<file path="config.mk">
export PLATFORM = sky130hd
export DESIGN_NAME = stereo_fs_bridge
export DESIGN_NICKNAME = d
export VERILOG_FILES = /design/src/rtl/sfb_pkg.sv /design/src/rtl/sfb_frame_sync.sv /design/src/rtl/sfb_adc_tx.sv /design/src/rtl/sfb_dac_rx.sv /design/src/rtl/stereo_fs_bridge.sv
export SDC_FILE = /design/constraint.sdc
export NUM_CORES = 1
export LEC_CHECK = 0
export BUFFER_PORTS_ARGS = -buffer_cell sky130_fd_sc_hd__buf_4
export CORE_UTILIZATION = 49
export DETAILED_ROUTE_END_ITERATION = 12
export PLACE_DENSITY_LB_ADDON = 0.2
export SLEW_MARGIN = 5
export SYNTH_ARGS = -nofsm -noshare
export SYNTH_HDL_FRONTEND = slang
export SYNTH_HIERARCHICAL = 1
export SYNTH_SLANG_ARGS = --single-unit
</file>
<file path="constraint.sdc">
create_clock -name clk_m -period 3.8 [get_ports clk_m]
set_input_delay 1.14 -clock clk_m [delete_from_list [all_inputs] [get_ports clk_m]]
set_output_delay 1.14 -clock clk_m [all_outputs]
set_load 0.02 [all_outputs]
</file>
<file path="src/rtl/sfb_pkg.sv">
package sfb_pkg;

  typedef enum logic [1:0] {
    EV_NONE = 2'd0,
    EV_RISE = 2'd1,
    EV_FALL = 2'd2
  } fs_event_t;

  typedef struct packed {
    logic dac_off;
    logic adc_off;
  } pd_mode_t;

  // Power-down code: bit 0 gates the record path, bit 1 the playback path.
  function automatic pd_mode_t decode_pd(input logic [1:0] code);
    pd_mode_t m;
    m.adc_off = code[0];
    m.dac_off = code[1];
    return m;
  endfunction

  // Classify a synchronized frame-sync level against its previous value.
  function automatic fs_event_t classify_edge(input logic now_lvl, input logic last_lvl);
    if (now_lvl && !last_lvl)      return EV_RISE;
    else if (!now_lvl && last_lvl) return EV_FALL;
    else                           return EV_NONE;
  endfunction

endpackage

</file>
<file path="src/rtl/sfb_frame_sync.sv">
module sfb_frame_sync
  import sfb_pkg::*;
#(
  parameter int STAGES = 2
) (
  input  logic      clk,
  input  logic      rst,
  input  logic      fs_async,
  output fs_event_t evt_o
);

  logic [STAGES-1:0] chain;
  logic              prev_lvl;

  always_ff @(posedge clk or posedge rst) begin
    if (rst) begin
      chain    <= '0;
      prev_lvl <= 1'b0;
    end else begin
      chain    <= {chain[STAGES-2:0], fs_async};
      prev_lvl <= chain[STAGES-1];
    end
  end

  assign evt_o = classify_edge(chain[STAGES-1], prev_lvl);

endmodule

</file>
<file path="src/rtl/sfb_adc_tx.sv">
module sfb_adc_tx
  import sfb_pkg::*;
#(
  parameter int WORD_W = 16
) (
  input  logic              clk,
  input  logic              rst,
  input  logic              adc_off,
  input  fs_event_t         evt,
  input  logic [WORD_W-1:0] left_i,
  input  logic [WORD_W-1:0] right_i,
  output logic [WORD_W-1:0] bus_o
);

  logic [WORD_W-1:0] right_hold;

  always_ff @(posedge clk or posedge rst) begin
    if (rst) begin
      bus_o      <= '0;
      right_hold <= '0;
    end else if (adc_off) begin
      bus_o      <= '0;
      right_hold <= '0;
    end else begin
      case (evt)
        EV_FALL: begin
          bus_o      <= left_i;
          right_hold <= right_i;
        end
        EV_RISE: bus_o <= right_hold;
        default: ;
      endcase
    end
  end

endmodule

</file>
<file path="src/rtl/sfb_dac_rx.sv">
module sfb_dac_rx
  import sfb_pkg::*;
#(
  parameter int WORD_W = 16,
  parameter int DELAY  = 3
) (
  input  logic              clk,
  input  logic              rst,
  input  logic              dac_off,
  input  fs_event_t         evt,
  input  logic [WORD_W-1:0] bus_i,
  output logic [WORD_W-1:0] left_o,
  output logic [WORD_W-1:0] right_o,
  output logic              pair_o
);

  // Delay line matching the frame-sync synchronizer plus its edge register.
  logic [WORD_W-1:0] pipe [DELAY];
  logic [WORD_W-1:0] word_in;
  logic [WORD_W-1:0] left_hold;

  always_ff @(posedge clk or posedge rst) begin
    if (rst) pipe[0] <= '0;
    else     pipe[0] <= bus_i;
  end

  for (genvar g = 1; g < DELAY; g++) begin : g_dly
    always_ff @(posedge clk or posedge rst) begin
      if (rst) pipe[g] <= '0;
      else     pipe[g] <= pipe[g-1];
    end
  end

  assign word_in = dac_off ? '0 : pipe[DELAY-1];

  always_ff @(posedge clk or posedge rst) begin
    if (rst) begin
      left_hold <= '0;
      left_o    <= '0;
      right_o   <= '0;
      pair_o    <= 1'b0;
    end else begin
      pair_o <= 1'b0;
      case (evt)
        EV_RISE: left_hold <= word_in;
        EV_FALL: begin
          left_o  <= left_hold;
          right_o <= word_in;
          pair_o  <= 1'b1;
        end
        default: ;
      endcase
    end
  end

endmodule

</file>
<file path="src/rtl/stereo_fs_bridge.sv">
module stereo_fs_bridge
  import sfb_pkg::*;
#(
  parameter int WORD_W      = 16,
  parameter int SYNC_STAGES = 2
) (
  input  logic              clk_m,
  input  logic              rst,
  input  logic              fs_i,
  input  logic [1:0]        pwr_down_i,
  input  logic [WORD_W-1:0] adc_left_i,
  input  logic [WORD_W-1:0] adc_right_i,
  output logic [WORD_W-1:0] adc_bus_o,
  input  logic [WORD_W-1:0] dac_bus_i,
  output logic [WORD_W-1:0] dac_left_o,
  output logic [WORD_W-1:0] dac_right_o,
  output logic              dac_pair_o
);

  localparam int DAC_DELAY = SYNC_STAGES + 1;

  fs_event_t evt;
  pd_mode_t  pd;
  logic      fall_evt;
  logic      rise_evt;

  assign pd       = decode_pd(pwr_down_i);
  assign fall_evt = (evt == EV_FALL);
  assign rise_evt = (evt == EV_RISE);

  sfb_frame_sync #(
    .STAGES (SYNC_STAGES)
  ) u_sync (
    .clk      (clk_m),
    .rst      (rst),
    .fs_async (fs_i),
    .evt_o    (evt)
  );

  sfb_adc_tx #(
    .WORD_W (WORD_W)
  ) u_adc (
    .clk     (clk_m),
    .rst     (rst),
    .adc_off (pd.adc_off),
    .evt     (evt),
    .left_i  (adc_left_i),
    .right_i (adc_right_i),
    .bus_o   (adc_bus_o)
  );

  sfb_dac_rx #(
    .WORD_W (WORD_W),
    .DELAY  (DAC_DELAY)
  ) u_dac (
    .clk     (clk_m),
    .rst     (rst),
    .dac_off (pd.dac_off),
    .evt     (evt),
    .bus_i   (dac_bus_i),
    .left_o  (dac_left_o),
    .right_o (dac_right_o),
    .pair_o  (dac_pair_o)
  );

endmodule

</file>
; Word level (Yosys, flattened, before mapping)
; Index checks and enable logic that the tools add are counted.
[op_classes]
n_mux = 8
n_eq_ne = 2
reduce_logical = 6
[ops]
columns = cell, n
row1 = 16-bit two-way mux, 4
row2 = 16-bit one-hot mux with 2 select lines, 1
row3 = 2-bit two-way mux, 2
row4 = 3-bit nonzero test, 1
row5 = "2-bit by 1-bit == test with 1-bit output, second input constant", 1
row6 = "2-bit == test, second input constant", 1
row7 = 1-bit logical AND, 2
row8 = 1-bit zero test, 2
row9 = 2-bit nonzero test, 1
row10 = 1-bit two-way mux, 1
[word_totals]
output_inout_bits = 49
ff_bits = 132
elab_cells = 27
input_bits = 53

; Logic depth before layout (Yosys ltp)
[logic_depth]
word_depth = 7
mapped_depth = 6
ltp_nobuf = 4

; By module
; The synthesis kept the hierarchy.
[modules_own_cells]
columns = module, seq_area_each_um2, area_each_um2, cells_each, instances
row1 = sfb_dac_rx, 2427.3, 3315.7, 171, 1
row2 = sfb_adc_tx, 800.8, 1510.2, 145, 1
row3 = sfb_frame_sync, 75.1, 93.8, 6, 1

; Least setup slack after synthesis
; OpenSTA, ideal clock, no wires.
[synth_path]
path_kind = input to register
startpoint = input port pwr_down_i[1]
endpoint = register u_dac.right_o[15]
required_time_ps = 3675
path_slack_ps = 1991
path_buffers = 1
path_stages = 3
arrival_time_ps = 1684
setup_time_ps = 125
cell_sequence = buf_4 -> and2b_1 -> mux2_4
[synth_via]
elab_chain_cells = 1
[synth_rtl]
columns = element, line
row1 = start: declaration, stereo_fs_bridge.sv:10  ; input logic [1:0] pwr_down_i,
row2 = 16-bit two-way mux, sfb_dac_rx.sv:34  ; assign word_in = dac_off ? '0 : pipe[DELAY-1];
row3 = end signal: assignment, sfb_dac_rx.sv:48  ; right_o <= word_in;
row4 = end: declaration, sfb_dac_rx.sv:13  ; output logic [WORD_W-1:0] right_o,
; Every way passes these cells.
; A chain may end at the register's enable or synchronous reset.

; Worst setup path in the final report
[layout_path]
startpoint = register u_sync.chain[1]
endpoint = register u_dac.right_o[7]
[layout_via]
elab_chain_cells = 5
elab_cells_between_ends = 6
cone_classes = eq/ne (1) / mux (2) / reduce/logical (3)
[layout_rtl]
columns = element, line
row1 = start: declaration, sfb_frame_sync.sv:12  ; logic [STAGES-1:0] chain;
row2 = start signal: assignment, sfb_frame_sync.sv:20  ; chain <= {chain[STAGES-2:0], fs_async};
row3 = 1-bit zero test, sfb_pkg.sv:25  ; else if (!now_lvl && last_lvl) return EV_FALL;
row4 = 1-bit logical AND, sfb_pkg.sv:25
row5 = 2-bit two-way mux, sfb_pkg.sv:25
row6 = 2-bit two-way mux *, sfb_pkg.sv:24  ; if (now_lvl && !last_lvl) return EV_RISE;
row7 = net evt[1], stereo_fs_bridge.sv:22  ; fs_event_t evt;
row8 = 2-bit == test *, sfb_dac_rx.sv:44  ; case (evt)
; The timed path passes the listed nets; every way through them passes the cells marked *.

==> metrics.cfg <==
[sta]
finalCritPeriodShare = 0.6050
slew_violations = 0
fmax_ghz = 0.4350
report.final.hold_viol_count = 0
fin_crit_ns = 2.299
relSlewSlack = 0.3800
rsz0062_at_grt = no
holdWs_ns = 0.3454
tightest_slew_ns = 0.9280
report.final.setup_viol = 0
fin_setup_tns_ns = 0
fin_worst_skew_ns = 0.007675

[layout]
fill_cells = 714
drive_gt1_frac = 0.4774
antenna_cells = 0
register_area_sq_um = 3303
nNetsFinal = 483
multi_input_area_sq_um = 1455
fin_util = 0.6519
final_cell_mix = dfrtp_1 (132), buf_4 (108), nand2_1 (48)
final_common_cell = dfrtp_1
area_growth_pct = 29.53
design_area_sq_um = 6372

[worst_setup_path]
timing.rr.start = u_sync/chain[1]
worstPathRequired_ns = 4.19
endpoint = u_dac/right_o[7]
critPathMaxStageDelay_ns = 0.79
start_kind = register
ff2ff_path_depth = 4
path_depth = 4
startpoint = u_sync/chain[1]
worstPathArrival_ns = 2.69
critPathMaxFanout = 23
worst-path-buf-inv = 1
cp_slowest_cell = nor2b_4
r2r-end = u_dac/right_o[7]
r2r_slack_ns = 1.50
cp_top_family = simple AND/OR/NAND/NOR gates
path_cells = and2b_2 > nor2b_4 > buf_4 > mux2_4
end_kind = register
crit_type = register to register

[global_route]
grt_first_pass_wirelength_mm = 13.90
antenna_found_initial = 0
grt_overflow = 0
grtUsageTotal = 0.1839
first_global_vias = 2801
grt_max_degree = 48

[logic_synthesis]
synth_seq_cells = 132
avgSynthCellArea_sq_um = 15.28
synthXorXnorAreaFrac = 0.003306
synth_compound_area_frac = 0.08189
yosys.area.top_type = dfrtp_1
yosys-top-cells-area = dfrtp_1 (67%), mux2_4 (12%), nand2_1 (3.7%)
synth_simple_gate_area_frac = 0.06841
synth_area_sq_um = 4920
synth_top_family_by_area = multiplexers
syn_inst = 322
yosys_warnings = 6
synth_top_area_frac = 0.6714
synthesis.nets = 375
synthMuxAreaShare = 0.1396
ys_seq_area_frac = 0.6714
synth.distinct_cells = 18
synthAdderAreaFrac = 0

[placed_design]
gp_congestion = 0.7175
portBuffers = 101
dp_hpwl_mm = 5.476
placedInstanceArea_sq_um = 5749

[pwr]
switching_power_uw = 870.8
swShare = 0.2292
combPwrFrac = 0.132
p_leak_uw = 0.003040
powerDensity_nw_per_um2 = 596.3
pwr-share-clk = 0.443
p_seq_frac = 0.425
vdd_drop_max_uv = 402.5
p_total_uw = 3800
p_int_uw = 2929

[clock_network]
cts_setup_buffers = 0
ctsLongestPathBuffers = 2
clk_latency_ns = 0.51
cts_hold_repair.buffers = 0
clkSlewWorstSetupHoldPaths_ns = 0.05
cts_buffers = 17
cts-root-buf = clkbuf_8
cts.sinks = 132
htreeDepth = 4
cts_tree = built
cts.repair.resized = 0

[worst_hold_path]
hp-class = register to register

[route]
ant_nets = 0
post_drt_via_cell_ratio = 4.784
firstDrtPassIters = 4
drt_iter0_drc = 100
drt_wl_total_mm = 8.765
dr_total_vias = 2751
drc_errors = 0
wl_per_cell_microns = 15.24

[floorplan]
die_x_microns = 102.2
core.rowCount = 36
dieArea_sq_um = 10440
fp.dieH_microns = 102.2
core_area_sq_um = 9774
ios = 102
initial_utilization = 0.5033

[flow_run]
maxCapViolations = 0

[outcome]
status = finished, final reports clean

==> state kept, by name, indices dropped and copies added (netlist names) <==
register and flops:
u_dac/left_hold 16, u_dac/right_o 16, u_adc/right_hold 16, u_dac/pair_o 1, u_dac/pipe 48, u_dac/left_o 16
u_adc/bus_o 16, u_sync/chain 2, u_sync/prev_lvl 1
==> layer usage <==
metal / up-vias / share of wire / track usage
li1: 1298 / - / -
met5: - / 0 / 0
met2: 57 / 0.50 / 0.2814
met1: 1386 / 0.46 / 0.2428
met4: 0 / 0.015 / 0.08571
met3: 10 / 0.033 / 0.05472
==> power by group through the flow <==
stage / combinational (uW) / sequential (uW) / clock [uW]
floorplan: 228 / 1710 / 0
global placement: 498 / 1640 / 0
detailed placement: 507 / 1640 / 0
CTS: 509 / 1620 / 1720
global route: 540 / 1630 / 1790
finish: 501 / 1610 / 1690
==> Yosys cell counts, drive strengths merged <==
library cell and number:
dfrtp 132, mux2 48, nand2 48, a21oi 32, a22oi 16, buf 16
nor2b 13, and2b 9, clkbuf 3, inv 3, nand2b 1, xnor2 1
==> logic make-up (layout without fill, tap and decap cells) <==
family          Yosys count  in the layout
compound gates           48             48
xor+xnor                  1              1
buf+inv                  22            142
flops                   132            132
mux                      48             48
simple gates             71             71
==> metrics by stage <==
stage          instances  setup WS (ns)
2_1_floorplan        322         0.1263
3_3_place_gp         544          1.573
3_5_place_dp         544          1.512
4_1_cts              575          1.475
5_1_grt              575          1.415
6_report             575          1.501
==> final cells by class <==
cell class / count / area share
Clock buffer: 22 / 0.07422
Clock inverter: 9 / 0.02356
Inverter: 3 / 0.002160
Multi-Input combinational cell: 168 / 0.2284
Sequential cell: 132 / 0.5184
Tap cell: 133 / 0.02611
Timing Repair Buffer: 108 / 0.1272
==> worst min-delay path by stage <==
stage | cells after the start | startpoint | end | slack, ns
6_report | 0 | u_dac/pipe[31] | u_dac/pipe[15] | 0.35
5_1_grt | 0 | u_dac/pipe[31] | u_dac/pipe[15] | 0.35
4_1_cts | 0 | u_dac/pipe[20] | u_dac/pipe[4] | 0.35
3_5_place_dp | 0 | u_dac/pipe[28] | u_dac/pipe[12] | 0.33
3_3_place_gp | 0 | u_dac/pipe[39] | u_dac/pipe[23] | 0.33
2_1_floorplan | 0 | u_dac/pipe[16] | u_dac/pipe[0] | 0.33
Note: power is estimated with default switching activity, not from simulation.
